**config.mk**
```make
export PLATFORM = sky130hd
export DESIGN_NAME = tbase_tick
export DESIGN_NICKNAME = d
export VERILOG_FILES = /design/src/rtl/tbase_pkg.sv /design/src/rtl/tbase_divider.sv /design/src/rtl/tbase_regs.sv /design/src/rtl/tbase_irq.sv /design/src/rtl/tbase_tick.sv
export SDC_FILE = /design/constraint.sdc
export NUM_CORES = 1
export LEC_CHECK = 0
export BUFFER_PORTS_ARGS = -buffer_cell sky130_fd_sc_hd__buf_2
export CAP_MARGIN = 25
export CORE_MARGIN = 2
export CORE_UTILIZATION = 45
export DETAILED_ROUTE_END_ITERATION = 6
export HOLD_SLACK_MARGIN = 0.02
export PLACE_DENSITY = 0.71
export SYNTH_ARGS = -nofsm -noshare
export SYNTH_HDL_FRONTEND = slang
export SYNTH_HIERARCHICAL = 1
export SYNTH_SLANG_ARGS = --single-unit
```
**constraint.sdc**
```tcl
create_clock -name clk -period 2.2 [get_ports clk]
set_input_delay 0.44 -clock clk [delete_from_list [all_inputs] [get_ports clk]]
set_output_delay 0.44 -clock clk [all_outputs]
set_load 0.1 [all_outputs]
```
**src/rtl/tbase_pkg.sv**
```systemverilog
package tbase_pkg;

  // power mode code carried on pwr_mode
  typedef enum logic [1:0] {
    PM_RUN   = 2'd0,
    PM_WAIT  = 2'd1,
    PM_AHALT = 2'd2,
    PM_HALT  = 2'd3
  } pwr_mode_e;

  // software-visible register contents
  typedef struct packed {
    logic [1:0] sel;
    logic       ie;
    logic       flag;
  } csr_t;

  localparam int unsigned CSR_W = 8;

  // unscaled period for a select code, in oscillator cycles
  function automatic int unsigned base_period(logic [1:0] sel);
    case (sel)
      2'd0:    return 32'd16000;
      2'd1:    return 32'd32000;
      2'd2:    return 32'd80000;
      default: return 32'd200000;
    endcase
  endfunction

  // period after simulation scaling
  function automatic int unsigned period_of(logic [1:0] sel, int unsigned scale);
    return base_period(sel) / scale;
  endfunction

  // register image seen on the bus
  function automatic logic [CSR_W-1:0] pack_csr(csr_t c);
    return {4'b0000, c.sel, c.ie, c.flag};
  endfunction

endpackage

```
**src/rtl/tbase_divider.sv**
```systemverilog
module tbase_divider
  import tbase_pkg::*;
#(
  parameter int unsigned SCALE_DIV = 1
) (
  input  logic       clk,
  input  logic       rst_n,
  input  logic       run,
  input  logic [1:0] sel_req,
  output logic       tick
);

  localparam int unsigned MAX_PERIOD = period_of(2'd3, SCALE_DIV);
  localparam int unsigned CNT_W      = $clog2(MAX_PERIOD);

  logic [CNT_W-1:0] cnt;
  logic [1:0]       sel_act;   // ratio of the running period
  logic [CNT_W-1:0] last_cnt;

  // the last count value of the running period
  assign last_cnt = CNT_W'(period_of(sel_act, SCALE_DIV) - 1);
  assign tick     = run && (cnt == last_cnt);

  // wrap to zero at the period end and load the held ratio there
  always_ff @(posedge clk or negedge rst_n) begin
    if (!rst_n) begin
      cnt     <= '0;
      sel_act <= 2'd0;
    end else if (tick) begin
      cnt     <= '0;
      sel_act <= sel_req;
    end else if (run) begin
      cnt     <= cnt + 1'b1;
    end
  end

endmodule

```
**src/rtl/tbase_regs.sv**
```systemverilog
module tbase_regs
  import tbase_pkg::*;
(
  input  logic       clk,
  input  logic       rst_n,
  input  logic       run,
  input  logic       wr,
  input  logic       rd,
  input  logic [7:0] wdata,
  input  logic       tick,
  output csr_t       csr
);

  // bits 7:4 and bit 0 of the write data have no destination
  logic unused_wbits;
  assign unused_wbits = ^{wdata[7:4], wdata[0]};

  always_ff @(posedge clk or negedge rst_n) begin
    if (!rst_n) begin
      csr <= '0;
    end else if (run) begin
      if (wr) begin
        csr.sel <= wdata[3:2];
        csr.ie  <= wdata[1];
      end
      // a period end outranks an acknowledging read
      if (tick)
        csr.flag <= 1'b1;
      else if (rd)
        csr.flag <= 1'b0;
    end
  end

endmodule

```
**src/rtl/tbase_irq.sv**
```systemverilog
module tbase_irq
  import tbase_pkg::*;
(
  input  csr_t       csr,
  input  logic       irq_mask,
  input  pwr_mode_e  mode,
  output logic       irq_req,
  output logic       wake_req
);

  logic irq_pending;

  assign irq_pending = csr.flag && csr.ie && !irq_mask;
  assign irq_req     = irq_pending && (mode != PM_HALT);
  assign wake_req    = irq_req && ((mode == PM_WAIT) || (mode == PM_AHALT));

endmodule

```
**src/rtl/tbase_tick.sv**
```systemverilog
module tbase_tick
  import tbase_pkg::*;
#(
  parameter int unsigned SCALE_DIV = 1
) (
  input  logic       clk,
  input  logic       rst_n,
  input  logic       bus_wr,
  input  logic       bus_rd,
  input  logic [7:0] bus_wdata,
  output logic [7:0] bus_rdata,
  input  logic       irq_mask,
  input  logic [1:0] pwr_mode,
  output logic       irq_req,
  output logic       wake_req
);

  pwr_mode_e mode;
  logic      run;
  logic      period_end;   // counter wraps this cycle
  csr_t      csr;

  assign mode = pwr_mode_e'(pwr_mode);
  assign run  = (mode != PM_HALT);

  tbase_divider #(.SCALE_DIV(SCALE_DIV)) u_div (
    .clk     (clk),
    .rst_n   (rst_n),
    .run     (run),
    .sel_req (csr.sel),
    .tick    (period_end)
  );

  tbase_regs u_regs (
    .clk   (clk),
    .rst_n (rst_n),
    .run   (run),
    .wr    (bus_wr),
    .rd    (bus_rd),
    .wdata (bus_wdata),
    .tick  (period_end),
    .csr   (csr)
  );

  tbase_irq u_irq (
    .csr      (csr),
    .irq_mask (irq_mask),
    .mode     (mode),
    .irq_req  (irq_req),
    .wake_req (wake_req)
  );

  assign bus_rdata = pack_csr(csr);

endmodule

```
After elaboration in Yosys (flattened, before gate mapping):

Cells that the tools add are included.

* register bits after elaboration: 24
* input bits: 15
* output and inout port bits: 10

* add/sub/neg operators: 2
* equality and inequality tests: 6
* muxes and demuxes: 5
* reductions and logical operators: 12

Operator list (count)
* case mux 18 bit (3 select lines): 1
* 2-to-1 mux 18 bit: 2
* adder 18 x 1 -> 18 bit (second input constant): 1
* == test 18 bit: 1
* subtractor 18 x 1 -> 18 bit (second input constant): 1
* logical AND 1 bit: 5
* == test 2 x 1 -> 1 bit (second input constant): 2
* == test 2 bit (second input constant): 2
* AND reduction 2 bit: 2
* nonzero test 2 bit: 2
* logical NOT 2 bit: 1
* 2-to-1 mux 1 bit: 2
* inequality test 2 bit (second input constant): 1
* logical NOT 1 bit: 1
* logical OR 1 bit: 1

Logic depth before layout (Yosys ltp):

* depth in word-level cells: 7
* mapped depth: 7
* mapped depth without buffers: 6

Hierarchy:

Netlist, hierarchy kept.

By module, submodules not included
* tbase_divider: instances 1, cells an instance 115, area an instance 1116.1 µm², seq. area each 500.5 µm²
* tbase_regs: instances 1, cells an instance 10, area an instance 165.2 µm², seq. area each 100.1 µm²
* tbase_tick: instances 1, cells an instance 6, area an instance 37.5 µm², seq. area each 0.0 µm²
* tbase_irq: instances 1, cells an instance 3, area an instance 31.3 µm², seq. area each 0.0 µm²

Worst setup path after synthesis:

OpenSTA, ideal clock, no wires.

* path type: register -> output
* start: register, netlist name u_regs/csr[1]
* end: output wake_req
* arrival: 2758 ps
* path slack: -998 ps
* stages on the path, launching flop included: 3
* cells stage by stage: dfrtp_1 -> and4bb_1 -> and2_1

* longest elaborated chain between the ends: 4

RTL lines
* logical AND 1 bit (2 in a row): RTL line tbase_irq.sv:13 `assign irq_pending = csr.flag && csr.ie && !irq_mask;`
* logical AND 1 bit: RTL line tbase_irq.sv:14 `assign irq_req = irq_pending && (mode != PM_HALT);`
* net irq_req: RTL line tbase_tick.sv:14 `output logic irq_req,`
* logical AND 1 bit: RTL line tbase_irq.sv:15 `assign wake_req = irq_req && ((mode == PM_WAIT) || (mode == PM_AHALT));`
* end, declared: RTL line tbase_tick.sv:15 `output logic wake_req`

The timed path passes the listed nets, and every way through them passes these cells.

Final worst setup path:

* start: register u_div.sel_act[0]
* end: register u_div.sel_act[0]

* longest elaborated chain between the ends: 5

RTL lines
* start, declared: RTL line tbase_divider.sv:17 `logic [1:0] sel_act;`
* start signal, assigned: RTL line tbase_divider.sv:31 `sel_act <= sel_req;`
* == test 2 bit, or another cell as far along: RTL line tbase_pkg.sv:22 `case (sel)`
* case mux 18 bit (3 select lines) (*): RTL line tbase_pkg.sv:22
* subtractor 18 x 1 -> 18 bit (*): RTL line tbase_divider.sv:21 `assign last_cnt = CNT_W'(period_of(sel_act, SCALE_DIV) - 1);`
* == test 18 bit (*): RTL line tbase_divider.sv:22 `assign tick = run && (cnt == last_cnt);`
* logical AND 1 bit (*): RTL line tbase_divider.sv:22
* net period_end: RTL line tbase_tick.sv:20 `logic period_end;`

The timed path passes the listed nets; every way through them passes the cells marked *.
A chain may end at the register's enable or synchronous reset.

==> key figures <==
Run status
  – Status: finished with violations
  – Failing checks: DRC

Global route
  – Overflow after GRT: 0
  – First-pass GRT wire length: 4.40 mm
  – Initial antenna violation count: 0
  – All-Layer GR Usage: 16.4%
  – Largest net degree at the start of global routing: 25
  – Vias in the first global route: 998

Run
  – Maxcap violations: 0

Critical path
  – R2R Path Start: u_div/sel_act[0]$_DFFE_PN0P_
  – Worst Path Required: 2.41 ns
  – CP Capture Type: flop
  – Kind of critical path: reg2reg
  – Worst setup path startpoint: u_div/sel_act[0]$_DFFE_PN0P_
  – CP Max Fanout: 11
  – Arr. time, crit path: 2.29 ns
  – CP Launch Type: flop

Layout
  – Area of the multi-input gates: 691 sq um
  – Register area: 603 sq um
  – Fill cell count: 247
  – Share of cells above drive strength 1: 26.6%
  – Ant diodes: 0
  – P&R area growth vs syn: 13.9%
  – Final net count: 172

STA
  – Max-slew violations: 0
  – Max_slew headroom: 65.4%
  – Final Skew: 0.00125 ns
  – Least-Margin Pin Slew: 0.520 ns
  – Max Fclk: 0.481 GHz
  – Final period utilization: 94.5%
  – Hold WS: 0.0831 ns
  – Min Tclk post-route: 2.08 ns
  – Final Setup Violations: 0
  – Final hold viol count: 0
  – TNS Setup: 0 ns

Power and ir drop
  – Pleak: 0.691 nW
  – PwrDens: 691 nW/um^2
  – Maximum vdd ir drop: 496 uV

Synthesis
  – Yosys top cell by area: dfrtp_1
  – Post-synth top area share: 44.5%
  – Area of the mapped netlist: 1350 sq um
  – Main flop type after synthesis: dfrtp_1
  – Post-synthesis sequential area ratio: 44.5%
  – Cell with the most instances after synthesis: dfrtp_1
  – Post-synthesis cell count: 134
  – Synth Area per Inst: 10.1 sq um
  – YS warnings: 6
  – Post-synthesis cell type count: 37
  – #FFs+latches synth: 24
  – Post-synthesis async set-or-reset flop share: 100%
  – Largest cells by area after synthesis: dfrtp_1 44%, mux2_4 5.6%, xnor2_1 5.2%
  – Number of enable flip-flop cells after synthesis: 0
  – Most common library cells after synthesis: 24 x dfrtp_1, 18 x nor2_1, 13 x nand2_1, 8 x xnor2_1, 8 x xor2_1

CTS
  – Hold_buf cts: 0
  – Htree depth: 1
  – Worst-path clk slew: 0.12 ns
  – Clk root buf: clkbuf_4
  – Clock Latency Late Sink: 0.31 ns
  – Total CTS buffers: 3
  – CTS tree: done
  – CTS sink count: 24
  – Clock Path Buffers: 2

Detailed routing
  – Post-DRT Antenna Nets: 0
  – Post-DR vias/cell: 5.50
  – Detailed-router iteration count before antenna repair: 6
  – DRT Wirelength: 2.52 mm
  – Wire per inst: 13.6 um
  – Residual DRC: 2
  – Vias: 1017
  – Initial drt markers: 43

Min path
  – Worst hold path type: in2async

Place
  – # port buffers: 15
  – Final GP Congestion: 0.765
  – Hpwl dp: 1.85 mm

Floorplanning
  – Io pins: 25
  – Die X: 58.8 um
  – Core Footprint: 2810 sq um
  – Die Y-Extent: 58.8 um
  – FP Rows: 19
  – Initial core utilization: 48.1%
  – DIE AREA: 3450 sq um
[cell usage in the layout, fill, tap and decap left out, drive strengths merged, types with 5 or more instances in the layout]
master	n
nor3	6
nor2	19
xor2	8
nand3	5
dfrtp	24
nand4	6
nand2	14
xnor2	8
buf	21
mux2	5
inv	5
[path summary, 6_finish.rpt]
kind | slack, ns | cells after the start | end
min reg2reg | 0.50 | 1 | u_div/cnt[15]$_DFFE_PN0P_
min in group clk | 0.35 | 2 | u_regs/csr[2]$_DFFE_PN0P_
min | 0.08 | 1 | u_div/cnt[17]$_DFFE_PN0P_
max in group asynchronous | 1.74 | 1 | u_regs/csr[0]$_DFFE_PN0P_
max reg2reg | 0.12 | 6 | u_div/sel_act[0]$_DFFE_PN0P_
max | 0.12 | 6 | u_div/sel_act[0]$_DFFE_PN0P_
[registers in the layout (all words and copies together), names as in the netlist]
signal and flops:
u_regs/csr 4, u_div/sel_act 2, u_div/cnt 18
[cells by family after synthesis]
logic type | count (synthesis) | share of synthesized area [%]
DFF | 24 | 44.5
other | 1 | 0.278
buffers and inverters | 13 | 5.75
and+or+nand+nor | 65 | 26.8
adders and majority gates | 2 | 1.85
AOI/OAI and AO/OA | 8 | 4.91
xor gates and xnor gates | 16 | 10.4
muxes | 5 | 5.56
[report_power, final]
part,leakage [nW],switching [W],internal (W),total (W)
clock network,0.0210,0.000126,0.000101,0.000227
registers,0.314,0.0000792,0.000502,0.000582
logic,0.356,0.000165,0.0000893,0.000254
total,0.691,0.000370,0.000693,0.00106
[critical path, cell delays in order (launching register included)]
cell and delay (ns):
dfrtp_1 0.52, or2_0 0.26, a2111oi_1 0.42, nor3_1 0.14, nor4_4 0.17, buf_4 0.18, mux2_4 0.29
[area by class of cell]
cell class / instances / share of cell area, %
well taps: 31 / 2.52
inverters: 5 / 1.22
multi-input cells: 100 / 44.9
flip-flops and latches: 24 / 39.2
clock buffers: 4 / 2.36
repair buffers: 21 / 9.76
[what timing repair did]
| action | 4_1_cts | 5_1_grt |
|---|---|---|
| setup endpoints to repair | 0 | 14 |
| setup buffers | 0 | 1 |
| gates resized for setup | 0 | 1 |
[routing by layer]
metal / routed length, um / global-route usage (%) / share of wire [%]
met1: 1140 / 21.1 / 45
met2: 1280 / 28.1 / 51
met3: 86 / 4.40 / 3.4
met4: 14 / 2.92 / 0.56
met5: 0 / 0 / 0
[per-stage QoR]
stage	instances	util (%)	cell area, sq um	setup slack [ns]	power, W
after floorplan	137	-	1370	0.0617	0.000793
after global placement	180	53.2	1490	0.0842	0.000835
after detailed placement	180	53.2	1490	0.0485	0.000846
after CTS	184	54.5	1530	0.0694	0.00108
after global routing	185	54.8	1540	-0.00751	0.00113
final	185	54.8	1540	0.122	0.00106
Power figures use the tool's default switching activity.
